==> src/rtl/dbdma_pkg.sv <==
package dbdma_pkg;
  localparam int REG_W = 32;

  localparam int B_EN0  = 0;
  localparam int B_DN0  = 1;
  localparam int B_EN1  = 2;
  localparam int B_DN1  = 3;
  localparam int B_ACT  = 4;
  localparam int B_RUN  = 5;
  localparam int B_HLT  = 6;
  localparam int B_IE   = 7;
  localparam int B_WID  = 9;
  localparam int B_DIR  = 12;
  localparam int B_PAH  = 20;

  localparam logic [REG_W-1:0] SW_MASK   = 32'h00FF_BFA5;
  localparam logic [REG_W-1:0] DONE_MASK = 32'h0000_000A;
  localparam logic [REG_W-1:0] MODE_RST  = 32'h0000_0040;

  localparam logic [2:0] W_MODE_SET = 3'd0;
  localparam logic [2:0] W_MODE_CLR = 3'd1;
  localparam logic [2:0] W_PER      = 3'd2;
  localparam logic [2:0] W_START0   = 3'd3;
  localparam logic [2:0] W_CNT0     = 3'd4;
  localparam logic [2:0] W_START1   = 3'd5;
  localparam logic [2:0] W_CNT1     = 3'd6;

  typedef enum logic [1:0] {PH_IDLE, PH_RD, PH_WR} phase_e;

  function automatic logic [2:0] width_step(input logic [1:0] wid);
    case (wid)
      2'd1:    return 3'd2;
      2'd2:    return 3'd4;
      default: return 3'd1;
    endcase
  endfunction
endpackage

==> src/rtl/dbdma_mode_reg.sv <==
module dbdma_mode_reg
  import dbdma_pkg::*;
(
  input  logic             clk_i,
  input  logic             rst_ni,
  input  logic             set_we_i,
  input  logic             clr_we_i,
  input  logic [REG_W-1:0] wdata_i,
  input  logic             fin_i,
  input  logic             swap_i,
  input  logic             idle_i,
  output logic [REG_W-1:0] mode_o
);
  logic [REG_W-1:0] mode_q, mode_d;

  always_comb begin
    mode_d = mode_q;
    if (set_we_i) mode_d = mode_d | (wdata_i & SW_MASK);
    if (clr_we_i) mode_d = mode_d & ~(wdata_i & (SW_MASK | DONE_MASK));
    // hardware retirement overrides a same-cycle software write
    if (fin_i) begin
      if (mode_q[B_ACT]) begin
        mode_d[B_EN1] = 1'b0;
        mode_d[B_DN1] = 1'b1;
      end else begin
        mode_d[B_EN0] = 1'b0;
        mode_d[B_DN0] = 1'b1;
      end
    end
    if (swap_i) mode_d[B_ACT] = ~mode_q[B_ACT];
    mode_d[B_HLT] = idle_i & ~mode_q[B_RUN];
  end

  always_ff @(posedge clk_i or negedge rst_ni) begin
    if (!rst_ni) mode_q <= MODE_RST;
    else         mode_q <= mode_d;
  end

  assign mode_o = mode_q;
endmodule

==> src/rtl/dbdma_buf_desc.sv <==
module dbdma_buf_desc #(
  parameter int REG_W = 32,
  parameter int CNT_W = 16,
  parameter int HI_W  = 4
) (
  input  logic                  clk_i,
  input  logic                  rst_ni,
  input  logic                  start_we_i,
  input  logic                  cnt_we_i,
  input  logic [REG_W-1:0]      start_wdata_i,
  input  logic [CNT_W+HI_W-1:0] cnt_wdata_i,
  input  logic                  adv_i,
  input  logic [2:0]            step_i,
  output logic [REG_W-1:0]      start_o,
  output logic [CNT_W-1:0]      cnt_o,
  output logic [HI_W-1:0]       hi_o
);
  logic [REG_W-1:0] start_q;
  logic [CNT_W-1:0] cnt_q;
  logic [HI_W-1:0]  hi_q;

  // software writes win over a same-cycle advance
  always_ff @(posedge clk_i or negedge rst_ni) begin
    if (!rst_ni) begin
      start_q <= '0;
      cnt_q   <= '0;
      hi_q    <= '0;
    end else begin
      if (start_we_i)  start_q <= start_wdata_i;
      else if (adv_i)  start_q <= start_q + REG_W'(step_i);
      if (cnt_we_i) begin
        cnt_q <= cnt_wdata_i[CNT_W-1:0];
        hi_q  <= cnt_wdata_i[CNT_W+HI_W-1:CNT_W];
      end else if (adv_i) begin
        cnt_q <= cnt_q - CNT_W'(1);
      end
    end
  end

  assign start_o = start_q;
  assign cnt_o   = cnt_q;
  assign hi_o    = hi_q;
endmodule

==> src/rtl/dbdma_engine.sv <==
module dbdma_engine
  import dbdma_pkg::*;
#(
  parameter int AW = 36,
  parameter int DW = 32
) (
  input  logic          clk_i,
  input  logic          rst_ni,
  input  logic          run_i,
  input  logic          act_en_i,
  input  logic          oth_en_i,
  input  logic          cnt_zero_i,
  input  logic          per_req_i,
  input  logic          dir_i,
  input  logic [AW-1:0] buf_addr_i,
  input  logic [AW-1:0] per_addr_i,
  input  logic          mem_ack_i,
  input  logic [DW-1:0] mem_rdata_i,
  output logic          mem_req_o,
  output logic          mem_we_o,
  output logic [AW-1:0] mem_addr_o,
  output logic [DW-1:0] mem_wdata_o,
  output logic          unit_done_o,
  output logic          fin_o,
  output logic          swap_o,
  output logic          idle_o
);
  phase_e        ph_q, ph_d;
  logic [DW-1:0] data_q;
  logic          go;
  logic [AW-1:0] src, dst;

  assign idle_o = (ph_q == PH_IDLE);
  assign fin_o  = idle_o & run_i & act_en_i & cnt_zero_i;
  assign swap_o = idle_o & ~act_en_i & oth_en_i;
  assign go     = idle_o & run_i & act_en_i & ~cnt_zero_i & per_req_i;

  always_comb begin
    ph_d = ph_q;
    case (ph_q)
      PH_IDLE: if (go) ph_d = PH_RD;
      PH_RD:   if (mem_ack_i) ph_d = PH_WR;
      PH_WR:   if (mem_ack_i) ph_d = PH_IDLE;
      default: ph_d = PH_IDLE;
    endcase
  end

  always_ff @(posedge clk_i or negedge rst_ni) begin
    if (!rst_ni) begin
      ph_q   <= PH_IDLE;
      data_q <= '0;
    end else begin
      ph_q <= ph_d;
      if (ph_q == PH_RD && mem_ack_i) data_q <= mem_rdata_i;
    end
  end

  assign src         = dir_i ? per_addr_i : buf_addr_i;
  assign dst         = dir_i ? buf_addr_i : per_addr_i;
  assign mem_req_o   = (ph_q != PH_IDLE);
  assign mem_we_o    = (ph_q == PH_WR);
  assign mem_addr_o  = (ph_q == PH_RD) ? src : dst;
  assign mem_wdata_o = data_q;
  assign unit_done_o = (ph_q == PH_WR) & mem_ack_i;
endmodule

==> src/rtl/pingpong_dma.sv <==
module pingpong_dma
  import dbdma_pkg::*;
#(
  parameter int CNT_W = 16,
  parameter int HI_W  = 4,
  localparam int AW    = REG_W + HI_W,
  localparam int RES_W = CNT_W + 2,
  localparam int CR_W  = CNT_W + HI_W
) (
  input  logic             clk_i,
  input  logic             rst_ni,
  input  logic             reg_wr_i,
  input  logic [4:0]       reg_addr_i,
  input  logic [REG_W-1:0] reg_wdata_i,
  output logic [REG_W-1:0] reg_rdata_o,
  input  logic             per_req_i,
  output logic             per_ack_o,
  output logic             mem_req_o,
  output logic             mem_we_o,
  output logic [AW-1:0]    mem_addr_o,
  output logic [REG_W-1:0] mem_wdata_o,
  input  logic [REG_W-1:0] mem_rdata_i,
  input  logic             mem_ack_i,
  output logic             irq_o,
  output logic [RES_W-1:0] resid_bytes_o
);
  logic             aligned;
  logic [2:0]       word;
  logic             wr_ok;
  logic [REG_W-1:0] mode_q;
  logic [REG_W-1:0] per_q;
  logic [REG_W-1:0] start_a [2];
  logic [CNT_W-1:0] cnt_a [2];
  logic [HI_W-1:0]  hi_a [2];
  logic             act;
  logic [CNT_W-1:0] act_cnt;
  logic [AW-1:0]    buf_addr, per_addr;
  logic             unit_done, fin, swap, idle;
  logic [2:0]       step;

  assign aligned = (reg_addr_i[1:0] == 2'b00);
  assign word    = reg_addr_i[4:2];
  assign wr_ok   = reg_wr_i & aligned;

  dbdma_mode_reg u_mode (
    .clk_i    (clk_i),
    .rst_ni   (rst_ni),
    .set_we_i (wr_ok && word == W_MODE_SET),
    .clr_we_i (wr_ok && word == W_MODE_CLR),
    .wdata_i  (reg_wdata_i),
    .fin_i    (fin),
    .swap_i   (swap),
    .idle_i   (idle),
    .mode_o   (mode_q)
  );

  always_ff @(posedge clk_i or negedge rst_ni) begin
    if (!rst_ni)                    per_q <= '0;
    else if (wr_ok && word == W_PER) per_q <= reg_wdata_i;
  end

  assign act  = mode_q[B_ACT];
  assign step = width_step(mode_q[B_WID+1:B_WID]);

  for (genvar b = 0; b < 2; b++) begin : g_desc
    localparam logic [2:0] WS = (b == 0) ? W_START0 : W_START1;
    localparam logic [2:0] WC = (b == 0) ? W_CNT0 : W_CNT1;
    dbdma_buf_desc #(.REG_W(REG_W), .CNT_W(CNT_W), .HI_W(HI_W)) u_desc (
      .clk_i         (clk_i),
      .rst_ni        (rst_ni),
      .start_we_i    (wr_ok && word == WS),
      .cnt_we_i      (wr_ok && word == WC),
      .start_wdata_i (reg_wdata_i),
      .cnt_wdata_i   (reg_wdata_i[CR_W-1:0]),
      .adv_i         (unit_done && (act == 1'(b))),
      .step_i        (step),
      .start_o       (start_a[b]),
      .cnt_o         (cnt_a[b]),
      .hi_o          (hi_a[b])
    );
  end

  assign act_cnt  = act ? cnt_a[1] : cnt_a[0];
  assign buf_addr = act ? {hi_a[1], start_a[1]} : {hi_a[0], start_a[0]};
  assign per_addr = {mode_q[B_PAH+HI_W-1:B_PAH], per_q};

  dbdma_engine #(.AW(AW), .DW(REG_W)) u_eng (
    .clk_i       (clk_i),
    .rst_ni      (rst_ni),
    .run_i       (mode_q[B_RUN]),
    .act_en_i    (act ? mode_q[B_EN1] : mode_q[B_EN0]),
    .oth_en_i    (act ? mode_q[B_EN0] : mode_q[B_EN1]),
    .cnt_zero_i  (act_cnt == '0),
    .per_req_i   (per_req_i),
    .dir_i       (mode_q[B_DIR]),
    .buf_addr_i  (buf_addr),
    .per_addr_i  (per_addr),
    .mem_ack_i   (mem_ack_i),
    .mem_rdata_i (mem_rdata_i),
    .mem_req_o   (mem_req_o),
    .mem_we_o    (mem_we_o),
    .mem_addr_o  (mem_addr_o),
    .mem_wdata_o (mem_wdata_o),
    .unit_done_o (unit_done),
    .fin_o       (fin),
    .swap_o      (swap),
    .idle_o      (idle)
  );

  assign per_ack_o = unit_done;
  assign irq_o     = mode_q[B_IE] & (mode_q[B_DN0] | mode_q[B_DN1]);

  always_comb begin
    case (mode_q[B_WID+1:B_WID])
      2'd1:    resid_bytes_o = RES_W'(act_cnt) << 1;
      2'd2:    resid_bytes_o = RES_W'(act_cnt) << 2;
      default: resid_bytes_o = RES_W'(act_cnt);
    endcase
  end

  always_comb begin
    reg_rdata_o = '0;
    if (aligned) begin
      case (word)
        W_MODE_SET, W_MODE_CLR: reg_rdata_o = mode_q;
        W_PER:    reg_rdata_o = per_q;
        W_START0: reg_rdata_o = start_a[0];
        W_CNT0:   reg_rdata_o = REG_W'({hi_a[0], cnt_a[0]});
        W_START1: reg_rdata_o = start_a[1];
        W_CNT1:   reg_rdata_o = REG_W'({hi_a[1], cnt_a[1]});
        default:  reg_rdata_o = '0;
      endcase
    end
  end
endmodule

==> config.mk <==
export PLATFORM = sky130hd
export DESIGN_NAME = pingpong_dma
export DESIGN_NICKNAME = d
export VERILOG_FILES = /design/src/rtl/dbdma_pkg.sv /design/src/rtl/dbdma_mode_reg.sv /design/src/rtl/dbdma_buf_desc.sv /design/src/rtl/dbdma_engine.sv /design/src/rtl/pingpong_dma.sv
export SDC_FILE = /design/constraint.sdc
export NUM_CORES = 1
export LEC_CHECK = 0
export CELL_PAD_IN_SITES_DETAIL_PLACEMENT = 1
export CELL_PAD_IN_SITES_GLOBAL_PLACEMENT = 1
export CORE_MARGIN = 3
export CORE_UTILIZATION = 40
export CTS_BUF_LIST = sky130_fd_sc_hd__clkbuf_4
export DETAILED_ROUTE_END_ITERATION = 7
export DONT_BUFFER_PORTS = 1
export HOLD_SLACK_MARGIN = 0.05
export PLACE_DENSITY = 0.79
export SLEW_MARGIN = 10
export SYNTH_ARGS = -nofsm -noshare
export SYNTH_HDL_FRONTEND = slang
export SYNTH_SLANG_ARGS = --single-unit
==> constraint.sdc <==
create_clock -name clk_i -period 3.5 [get_ports clk_i]
set_input_delay 0.7 -clock clk_i [delete_from_list [all_inputs] [get_ports clk_i]]
set_output_delay 0.7 -clock clk_i [all_outputs]
set_load 0.01 [all_outputs]
==> results_tabular.tex, run 1 <==
\begin{tabular}{lr}
\hline
Metric & Value \\
\hline
\multicolumn{2}{l}{\textbf{Critical path}} \\
\quad Cell class contributing the biggest share of worst-path delay & compound AO/OA/AOI/OAI gates \\
\quad Highest fanout seen on the critical path & 34 \\
\quad CP Cell Sequence & nor2b\_1 > xnor2\_4 > buf\_4 > o21ai\_0 \\
\quad Kind of critical path & reg2out \\
\quad Buf+Inv Stages, Crit Path & 1 \\
\quad Crit-path max cell delay & 550 ps \\
\quad Crit path max-delay cell type & sky130\_fd\_sc\_hd\_\_o21ai\_0 \\
\quad Worst path required time & 2800 ps \\
\quad Start point of the critical path & u\_eng.ph\_q[1] \\
\quad Worst endpoint data arrival time & 2630 ps \\
\quad Nature of the critical path startpoint & register \\
\quad Worst Setup End Kind & output port \\
\multicolumn{2}{l}{\textbf{Final layout}} \\
\quad Final Util & 43.6\% \\
\quad Share of final-layout standard cells stronger than drive strength 1 & 13.8\% \\
\quad Total of fill cells in the finished design & about 3400 \\
\quad \# nets final & 1372 \\
\quad Multi-input gate area in the final layout & about 0.0067 mm² \\
\quad Area Overhead vs Synth & 6.10\% \\
\quad Area occupied by registers & 0.00483 mm² \\
\multicolumn{2}{l}{\textbf{CTS}} \\
\quad Clock buffers created by TritonCTS & 17 \\
\quad Worst-skew pair later-pin latency & 620 ps \\
\quad Number of buffers inserted to repair setup after CTS & 0 \\
\quad CTS clk-pin slew, worst paths & about 180 ps \\
\quad CTS max path bufs & 2 \\
\quad Buffer type at the clock tree root & sky130\_fd\_sc\_hd\_\_clkbuf\_4 \\
\quad Clock tree from TritonCTS & built \\
\quad CTS sink count & 193 \\
\quad H-tree levels & 4 \\
\multicolumn{2}{l}{\textbf{Detailed routing}} \\
\quad Count of TritonRoute iterations in the first routing pass & 7 \\
\quad Count of vias placed by the detailed router & 10400 \\
\quad Detailed-route wire length & 41700 µm \\
\quad Count of antenna-violating nets left after detailed routing & 0 \\
\quad Per-cell via count in the routed design & 6.15 \\
\quad Iteration-0 DRC count of the detailed router & between 1000 and 1500 \\
\quad Post-detailed-route DRC marker count & 0 \\
\quad Post-DR wirelength/cell & 24.7 µm \\
\multicolumn{2}{l}{\textbf{Synthesis}} \\
\quad Ys async rst share & 100\% \\
\quad Dominant synthesized flop cell & sky130\_fd\_sc\_hd\_\_dfrtp\_1 \\
\quad Count of yosys warnings during synthesis & 0 \\
\quad Number of synthesized flops with an enable pin & 0 \\
\quad Post-synthesis register bit count & between 150 and 200 \\
\quad Synth Cell Area & roughly 0.012 mm² \\
\quad Synthesized netlist cell count & 1327 \\
\quad Net count of the mapped netlist & 1411 \\
\quad Proportion of synthesized chip area in sequential cells & about two fifths \\
\quad Average cell area after synthesis & 8.98 µm² \\
\quad Synth unique cells & 63 \\
\multicolumn{2}{l}{\textbf{Die}} \\
\quad Placeable core region & 0.0290 mm² \\
\quad Die ar. & 0.0319 mm² \\
\quad Cell row count & just over 60 \\
\quad Overall die height & $\sim$180 µm \\
\quad Starting density of the core & between 40\% and 50\% \\
\quad Die Width & $\sim$180 µm \\
\quad I/O pin count & a little under 200 \\
\multicolumn{2}{l}{\textbf{Place}} \\
\quad Gpl congestion & 0.912 \\
\quad Worst-case setup slack after placement & 635 ps \\
\quad Number of buffers inserted by port buffering & 0 \\
\quad Half-perimeter wire length after placement & about 30000 µm \\
\multicolumn{2}{l}{\textbf{Global route}} \\
\quad Largest net degree at the start of global routing & 194 \\
\quad Total GRT Usage & 25.8\% \\
\quad Global route total overflow & 0 \\
\quad Vias in the first global route & 10700 \\
\quad Antenna violations before repair & 1 \\
\quad First-pass GRT wire length & between 60000 and 70000 µm \\
\multicolumn{2}{l}{\textbf{Run status}} \\
\quad Failing checks & hold timing \\
\quad Outcome & complete, but fails checks \\
\multicolumn{2}{l}{\textbf{Timing}} \\
\quad Period minus WS final & 3330 ps \\
\quad Clock Skew & 35.0 ps \\
\quad Worst setup margin & 171 ps \\
\quad Slew at the pin with the worst max-slew slack & 925 ps \\
\quad Ratio of final minimum period to clock period & 95.1\% \\
\quad Setup repair after global routing missed its margin & no \\
\quad FMAX & 300 MHz \\
\quad Setup-failing EPs final & 0 \\
\quad Final hold violation count & between 150 and 200 \\
\quad Number of slew-limit violations in the final report & 0 \\
\quad Final Hold Slack & -247 ps \\
\quad Setup total negative slack & 0 ps \\
\quad Slew HR & between 30\% and 40\% \\
\multicolumn{2}{l}{\textbf{Power}} \\
\quad IR Drop Worst-Case VDD & 0.249 mV \\
\quad Total power density per cell area & 629 mW/mm² \\
\quad Leak pwr & 5.17 nW \\
\multicolumn{2}{l}{\textbf{Job}} \\
\quad Count of maximum capacitance violations & 0 \\
\multicolumn{2}{l}{\textbf{Worst hold path}} \\
\quad Hold Crit Class & in2async \\
\hline
\end{tabular}
==> logic make-up (layout without fill, tap and decap cells) <==
kind of cell / Yosys count / after routing / synth area share (%)
xor gates and xnor gates: 91 / 91 / 6.69
DFF: 193 / 193 / 40.6
buffers and inverters: 114 / 88 / 3.62
and+or+nand+nor: 429 / 429 / 16.9
other: 0 / 1 / 0
adders and majority gates: 10 / 10 / 1.05
AOI/OAI and AO/OA: 320 / 320 / 15.9
muxes: 170 / 170 / 15.3
==> state kept, by name, summed over array words and instances (netlist names), named ones only <==
register               count
g_desc.u_desc.cnt_o       32
per_q                     32
u_eng.ph_q                 2
g_desc.u_desc.start_o     64
g_desc.u_desc.hi_o         8
u_eng.mem_wdata_o         32
u_mode.mode_o              6
==> cells in the mapped netlist (5+ instances only) <==
cell	instances	area share [%]
sky130_fd_sc_hd__dfrtp_1	192	40
sky130_fd_sc_hd__nand2_1	126	4.0
sky130_fd_sc_hd__ha_1	10	1.1
sky130_fd_sc_hd__xor2_1	37	2.7
sky130_fd_sc_hd__nor2_1	165	5.2
sky130_fd_sc_hd__a211oi_1	20	1.3
sky130_fd_sc_hd__mux2_2	97	9.2
sky130_fd_sc_hd__xnor2_1	54	4.0
sky130_fd_sc_hd__inv_1	20	0.63
sky130_fd_sc_hd__a22oi_1	33	2.1
sky130_fd_sc_hd__and2_1	7	0.37
sky130_fd_sc_hd__mux2i_1	71	6.0
sky130_fd_sc_hd__and3_1	9	0.47
sky130_fd_sc_hd__nand3_1	21	0.88
sky130_fd_sc_hd__and4_1	5	0.37
sky130_fd_sc_hd__clkbuf_1	72	2.3
sky130_fd_sc_hd__buf_1	19	0.60
sky130_fd_sc_hd__a21oi_1	126	5.3
sky130_fd_sc_hd__nor2b_1	20	1.1
sky130_fd_sc_hd__o21ai_0	93	3.9
sky130_fd_sc_hd__o211ai_1	11	0.69
sky130_fd_sc_hd__nor4_1	11	0.58
sky130_fd_sc_hd__nor3_1	16	0.67
sky130_fd_sc_hd__a31oi_1	9	0.47
sky130_fd_sc_hd__a311oi_1	5	0.37
sky130_fd_sc_hd__nand4_1	15	0.79
==> cells in the final DEF, fill, tap and decap left out, drive strengths merged, types with 4 or more instances in the layout <==
cell / n
nand2: 126
o211ai: 11
o21ai: 95
and3: 9
a211oi: 20
nor3: 17
nor2b: 20
xor2: 37
nand3: 21
a21oi: 126
a31oi: 9
clkinv: 6
nor4: 12
nor3b: 5
mux2: 99
a22oi: 33
and4: 5
a311oi: 5
buf: 36
inv: 28
and2: 7
or4: 4
clkbuf: 17
nand2b: 4
dfrtp: 192
ha: 10
xnor2: 54
nor4b: 4
nand4: 16
nor2: 165
mux2i: 71
==> per-stage QoR <==
stage,instances,cell area [µm²],power [W]
final,1686,12600,0.00795
after global routing,1686,12600,0.00843
after CTS,1685,12600,0.00796
after detailed placement,1653,12300,0.00669
after global placement,1653,12300,0.00653
after floorplan,1327,11900,0.00571
==> layout make-up <==
cell class,instances,area share (%)
multi-input cells,1020,52.8
flip-flops and latches,193,38.3
well taps,384,3.80
repair buffers,36,2.24
clock inverters,15,1.30
clock buffers,17,1.01
inverters,20,0.594
diodes,1,0.0198
==> worst paths after layout <==
| path | to | slack (ps) | cells past startpoint |
|---|---|---|---|
| setup / recovery | mem_addr_o[2] | 170 | 4 |
| hold / removal | g_desc[1].u_desc.start_o[7] | -250 | 0 |
| setup reg to reg | g_desc[1].u_desc.start_o[26] | 620 | 12 |
| hold reg to reg | u_mode.mode_o[6] | 520 | 1 |
| max in group asynchronous | u_mode.mode_o[4] | 3340 | 0 |
| min in group clk_i | register | 150 | 1 |
==> routing by layer <==
layer	vias to the layer above	global-route usage (%)	share of wire, %	routed length [µm]
li1	4608	-	-	-
met3	74	5.30	7.7	3220
met4	0	9.03	3.0	1250
met1	5283	34.4	42	17600
met5	-	0	0	0
met2	405	41.8	47	19600
==> power by group <==
part	switching (W)	total (W)	internal, W
sequential	0.00102	0.00385	0.00283
combinational	0.00162	0.00284	0.00122
clock	0.000931	0.00126	0.000330
total	0.00357	0.00795	0.00438
==> timing repair <==
action | CTS | global route
resized for setup | 0 | 2
endpoints found under the setup margin | 0 | 4
endpoints found under the hold margin | 193 | 193
Power figures use the tool's default switching activity.
==> inputs of run 2 (changes only) <==
ABC_CLOCK_PERIOD_IN_PS = 3500   (was default)
==> results of run 2 <==
Same layout as run 1: the final DEF is identical, and so are final timing and power.
